## src/rtl/mac_pkg.sv

```systemverilog
package mac_pkg;
   localparam int unsigned DEF_OP_W  = 16;
   localparam int unsigned DEF_ACC_W = 40;
   localparam int unsigned LANES     = 2;

   function automatic int unsigned csa_next_count(input int unsigned n);
      return 2 * (n / 3) + (n % 3);
   endfunction
endpackage

```

## src/rtl/mac_ppgen.sv

```systemverilog
module mac_ppgen #(
   parameter int unsigned OP_W  = 16,
   parameter int unsigned ACC_W = 40,
   localparam int unsigned ROWS = OP_W + 1
) (
   input  logic [OP_W-1:0]  mcand,
   input  logic [OP_W-1:0]  mplier,
   output logic [ACC_W-1:0] rows [ROWS]
);
   logic [ACC_W-1:0] mcand_ext;

   initial begin
      if (OP_W < 2) $error("mac_ppgen: OP_W must be at least 2");
      if (ACC_W < 2 * OP_W) $error("mac_ppgen: ACC_W too narrow");
   end

   assign mcand_ext = {{(ACC_W-OP_W){mcand[OP_W-1]}}, mcand};

   genvar i;
   generate
      for (i = 0; i < OP_W - 1; i++) begin : g_pos_row
         assign rows[i] = mplier[i] ? (mcand_ext << i) : '0;
      end
   endgenerate

   // sign bit of the multiplier weighs -2^(OP_W-1): add ~x and a +1 row
   assign rows[OP_W-1] = mplier[OP_W-1] ? ~(mcand_ext << (OP_W-1)) : '0;
   assign rows[OP_W]   = {{(ACC_W-1){1'b0}}, mplier[OP_W-1]};
endmodule

```

## src/rtl/csa_tree.sv

```systemverilog
module csa_tree #(
   parameter int unsigned W = 40,
   parameter int unsigned N = 3
) (
   input  logic [W-1:0] in_v [N],
   output logic [W-1:0] sum_v,
   output logic [W-1:0] cry_v
);
   initial begin
      if (N < 1) $error("csa_tree: N must be at least 1");
   end

   generate
      if (N == 1) begin : g_one
         assign sum_v = in_v[0];
         assign cry_v = '0;
      end else if (N == 2) begin : g_two
         assign sum_v = in_v[0];
         assign cry_v = in_v[1];
      end else begin : g_level
         localparam int unsigned TRI = N / 3;
         localparam int unsigned REM = N % 3;
         localparam int unsigned NN  = mac_pkg::csa_next_count(N);
         logic [W-1:0] nxt [NN];

         genvar t, r;
         for (t = 0; t < TRI; t++) begin : g_cell
            logic [W-1:0] x, y, z;
            assign x = in_v[3*t];
            assign y = in_v[3*t+1];
            assign z = in_v[3*t+2];
            assign nxt[2*t]   = x ^ y ^ z;
            assign nxt[2*t+1] = ((x & y) | (x & z) | (y & z)) << 1;
         end
         for (r = 0; r < REM; r++) begin : g_pass
            assign nxt[2*TRI+r] = in_v[3*TRI+r];
         end

         csa_tree #(.W(W), .N(NN)) u_sub (
            .in_v (nxt),
            .sum_v(sum_v),
            .cry_v(cry_v)
         );
      end
   endgenerate
endmodule

```

## src/rtl/mac_readout.sv

```systemverilog
module mac_readout #(
   parameter int unsigned ACC_W = 40,
   parameter int unsigned NV    = 4
) (
   input  logic             clk,
   input  logic             rst_n,
   input  logic [ACC_W-1:0] vecs [NV],
   output logic [ACC_W-1:0] result
);
   logic [ACC_W-1:0] total;

   always_comb begin
      total = '0;
      for (int k = 0; k < NV; k++) total = total + vecs[k];
   end

   always_ff @(posedge clk) begin
      if (!rst_n) result <= '0;
      else        result <= total;
   end
endmodule

```

## src/rtl/redundant_mac.sv

```systemverilog
module redundant_mac #(
   parameter int unsigned OP_W  = mac_pkg::DEF_OP_W,
   parameter int unsigned ACC_W = mac_pkg::DEF_ACC_W
) (
   input  logic             clk,
   input  logic             rst_n,
   input  logic             clr,
   input  logic             vld_in,
   input  logic [OP_W-1:0]  op_a,
   input  logic [OP_W-1:0]  op_b,
   output logic [ACC_W-1:0] acc_out
);
   localparam int unsigned LANES   = mac_pkg::LANES;
   localparam int unsigned ROWS    = OP_W + 1;
   localparam int unsigned L0_ROWS = (ROWS + 1) / 2;
   localparam int unsigned L1_ROWS = ROWS - L0_ROWS;

   initial begin
      if (OP_W < 2) $error("redundant_mac: OP_W must be at least 2");
      if (ACC_W < 2 * OP_W) $error("redundant_mac: ACC_W below product width");
      if (L1_ROWS < 1) $error("redundant_mac: not enough rows to split");
   end

   logic [ACC_W-1:0] pp      [ROWS];
   logic [ACC_W-1:0] st_s    [LANES];
   logic [ACC_W-1:0] st_c    [LANES];
   logic [ACC_W-1:0] fb_s    [LANES];
   logic [ACC_W-1:0] fb_c    [LANES];
   logic [ACC_W-1:0] nx_s    [LANES];
   logic [ACC_W-1:0] nx_c    [LANES];
   logic [ACC_W-1:0] rd_vecs [2*LANES];

   mac_ppgen #(.OP_W(OP_W), .ACC_W(ACC_W)) u_ppgen (
      .mcand (op_a),
      .mplier(op_b),
      .rows  (pp)
   );

   genvar g;
   generate
      for (g = 0; g < LANES; g++) begin : g_lane
         localparam int unsigned LO  = (g == 0) ? 0 : L0_ROWS;
         localparam int unsigned CNT = (g == 0) ? L0_ROWS : L1_ROWS;
         logic [ACC_W-1:0] ops [CNT+2];

         assign fb_s[g] = clr ? '0 : st_s[g];
         assign fb_c[g] = clr ? '0 : st_c[g];

         for (genvar k = 0; k < CNT; k++) begin : g_row
            assign ops[k] = pp[LO+k];
         end
         assign ops[CNT]   = fb_s[g];
         assign ops[CNT+1] = fb_c[g];

         csa_tree #(.W(ACC_W), .N(CNT+2)) u_tree (
            .in_v (ops),
            .sum_v(nx_s[g]),
            .cry_v(nx_c[g])
         );

         always_ff @(posedge clk) begin
            if (!rst_n) begin
               st_s[g] <= '0;
               st_c[g] <= '0;
            end else if (vld_in) begin
               st_s[g] <= nx_s[g];
               st_c[g] <= nx_c[g];
            end else if (clr) begin
               st_s[g] <= '0;
               st_c[g] <= '0;
            end
         end

         assign rd_vecs[2*g]   = st_s[g];
         assign rd_vecs[2*g+1] = st_c[g];
      end
   endgenerate

   mac_readout #(.ACC_W(ACC_W), .NV(2*LANES)) u_read (
      .clk   (clk),
      .rst_n (rst_n),
      .vecs  (rd_vecs),
      .result(acc_out)
   );
endmodule

```

## config.mk

```make
export PLATFORM = sky130hd
export DESIGN_NAME = redundant_mac
export DESIGN_NICKNAME = d
export VERILOG_FILES = /design/src/rtl/mac_pkg.sv /design/src/rtl/mac_ppgen.sv /design/src/rtl/csa_tree.sv /design/src/rtl/mac_readout.sv /design/src/rtl/redundant_mac.sv
export SDC_FILE = /design/constraint.sdc
export NUM_CORES = 1
export LEC_CHECK = 0
export BUFFER_PORTS_ARGS = -buffer_cell sky130_fd_sc_hd__buf_2
export CAP_MARGIN = 25
export CORE_MARGIN = 2
export CORE_UTILIZATION = 28
export DETAILED_ROUTE_END_ITERATION = 12
export GPL_ROUTABILITY_DRIVEN = 0
export PLACE_DENSITY = 0.49
export SYNTH_ARGS = -nofsm -noshare
export SYNTH_HDL_FRONTEND = slang
export SYNTH_SLANG_ARGS = --single-unit
export TNS_END_PERCENT = 100
```

## constraint.sdc

```tcl
create_clock -name clk -period 4.1 [get_ports clk]
set_clock_uncertainty 0.1 [all_clocks]
set_input_delay 0.205 -clock clk [delete_from_list [all_inputs] [get_ports clk]]
set_output_delay 0.205 -clock clk [all_outputs]
set_load 0.1 [all_outputs]
```

==> metrics.cfg <==
[route]
via_per_inst = 4.43
post_drt_wl_per_cell_um = 17.3
ant_nets = 0
detail_route.wirelength_mm = 58.8
drtIter0Drc = 705
drc = 0
first_pass_iters = 5
vias = 15100

[global_routing]
grt_max_degree = 65
use_met3_pct = 2.23
grt_usage_pct = 14.7
grt.busiest_layer = met2
gr-usage-met2_pct = 26.3
grt_use_met1_pct = 18.0
antenna_found_initial = 3
grt_pass1_wl_mm = 96.6
first_global_vias = 17200
grt-ovfl-total = 0

[timing]
timing.fmax_mhz = 250
setup_violations = 0
worst_slew_pin_slew_ns = 0.690
finalSetupTns_ns = 0
relSlewSlack_pct = 54.0
rsz0062_at_grt = no
fin_crit_ns = 4.00
slew_viol_final = 0
setup_slack_ns = 0.0973
min_period_over_period_pct = 97.6
hold_viol = 0

[die]
fp.dieArea_um2 = 84800
fp.dieW_um = 291
num_rows = 105
ios = 76
core_area_um2 = 81800
initial_core_util_pct = 28.2
die-height_um = 291

[placement]
port_buffers = 75
placedCellCount = 3366
place_hpwl_mm = 47.7
pre_cts_ws_ns = -0.0357

[cts]
cts_root_buffer = clkbuf_16
htree_levels = 4
cts.sinks = 194
cts_made_buffers = 17
clk_latency_ns = 0.50
clock_path_buffers = 2
hold_buffers = 0
cts_tree = done
path_clk_slew_ns = 0.08

[cells_and_area]
fillers = 8431
seq_area_um2 = 5430
layout-area-overhead-vs-synth_pct = 11.4
layoutNonFillerInstCount = 3403
fin_util_pct = 31.4
mostFrequentLayoutCell = inv_1
nets = 2928
multi_input_area_um2 = 15400
drive_gt1_share_pct = 8.75
mostFrequentLayoutCells = inv_1, fa_1, nand2_1

[synthesis]
synthAdderAreaFrac_pct = 45.6
ys.flop_type = edfxtp_1
synth_compound_area_share_pct = 3.17
synth-xor-area-share_pct = 1.63
yosys.area_share.simple_pct = 15.7
avgSynthCellArea_um2 = 10.3
synth.distinct_cells = 58
yosysTopAreaCell = fa_1
synth-edff-count = 154
synth_mux_area_share_pct = 0.222
synth-async-reset-ratio_pct = 0
yosys_warnings = 0
synth_top_area_share_pct = 38.6
synth_area_um2 = 23100
synth_top_family_by_area = adder cells
synth_seq_cells = 194
synth_cells = 2246
ys_seq_area_share_pct = 23.5
syn_nets = 2856
synthTopCellsByArea = fa_1, edfxtp_1, inv_1, ha_1, and2_1

[pwr]
power_density_nw_per_um2 = 636
vdd_ir_drop_max_uv = 456
power_leakage_nw = 11.8
total_power_mw = 16.4

[setup_path]
worstSetupEndpoint = u_read.result[36]
cp_data_required_time_ns = 4.38
cp-start-kind = flip-flop
worstPathMaxFanout = 6
r2r-end = u_read.result[36]
r2r_setup_slack_ns = 0.1
r2r_start = st_s[0][14]
startpoint = st_s[0][14]
criticalPathCategory = flip-flop to flip-flop
r2r.worst_path.cells = 13
cp-end-kind = flip-flop
cp.arrival_ns = 4.28

[min_path]
hold_class = input port to flip-flop

[run_status]
status = complete, no violations

[job]
maxCapViolCount = 0

[repair_timing]
item,CTS,global route
buffers inserted,0,3
setup endpoints to repair,3,9
gates resized for setup,4,8
pin swaps,0,4
[power by group]
| group | internal [mW] | switching, mW |
|---|---|---|
| Sequential | 2.81 | 0.284 |
| Clock | 0.850 | 1.02 |
| Combinational | 4.38 | 7.02 |
| Total | 8.04 | 8.32 |
[critical path, stage by stage (launching register included)]
cell and delay [ns]:
edfxtp_1 0.49, inv_1 0.13, fa_1 0.44, fa_1 0.50, inv_1 0.04, ha_1 0.37
a21oi_2 0.19, nand2_1 0.07, a221o_1 0.39, a2111oi_2 0.39, nor2_1 0.18, a31oi_1 0.27
xor2_1 0.25, nor2_1 0.08
[metrics by stage]
step / area [um^2] / hold WS [ns]
global placement: 25000 / 0.494
CTS: 25600 / 0.158
detailed placement: 25000 / 0.516
global route: 25700 / 0.200
floorplan: 23100 / 0.364
finish: 25700 / 0.161
[kinds of logic (layout without fill, tap and decap cells)]
group                    count (synthesis)  after routing
XOR/XNOR                                43             43
AND/OR/NAND/NOR                        701            701
multiplexers                             5              5
AO/OA/AOI/OAI                          114            114
adder cells (fa/ha/maj)                574            574
other                                    0              2
flip-flops                             194            194
buffers and inverters                  615            700
[flip-flops by register name, summed over array words and instances (netlist names)]
| register | flops |
|---|---|
| st_c | 74 |
| u_read.result | 40 |
| st_s | 80 |
[worst min-delay path by stage]
| stage | slack, ns | end | start | cells after the start |
|---|---|---|---|---|
| after floorplan | 0.36 | u_read.result[33] | rst_n | 3 |
| after global placement | 0.49 | u_read.result[0] | st_s[0][0] | 2 |
| after detailed placement | 0.52 | u_read.result[0] | st_s[0][0] | 2 |
| after CTS | 0.16 | u_read.result[31] | rst_n | 3 |
| after global routing | 0.20 | u_read.result[35] | rst_n | 3 |
| final | 0.16 | u_read.result[31] | rst_n | 3 |
[cells in the mapped netlist, types with 5 or more instances]
library cell / n
dfxtp_1: 40
and2_1: 130
a21o_1: 8
a21oi_1: 38
inv_1: 521
nand2b_1: 88
o21ai_1: 6
nor2_1: 149
o21bai_1: 5
clkbuf_1: 86
fa_1: 445
nand3_1: 12
nor2b_1: 31
xnor2_1: 29
nor3_1: 5
and3_1: 105
edfxtp_1: 154
nand4_1: 6
nand2_1: 157
o21ai_0: 21
xor2_1: 14
a31oi_1: 7
ha_1: 129
[routing by layer]
metal  routed length (um)  part of all wire, %
met2                30900                   52
met1                24700                   42
met4                 1680                  2.9
met3                 1530                  2.6
met5                   30                0.051
[layout make-up]
| type | count | area share, % |
|---|---|---|
| Antenna cell | 2 | 0.0195 |
| Multi-Input combinational cell | 1437 | 59.8 |
| Inverter | 521 | 7.60 |
| Clock buffer | 17 | 1.65 |
| Timing Repair Buffer | 147 | 3.87 |
| Sequential cell | 194 | 21.1 |
| Clock inverter | 15 | 0.754 |
| Tap cell | 1070 | 5.20 |
Note: power is estimated with default switching activity, not from simulation.
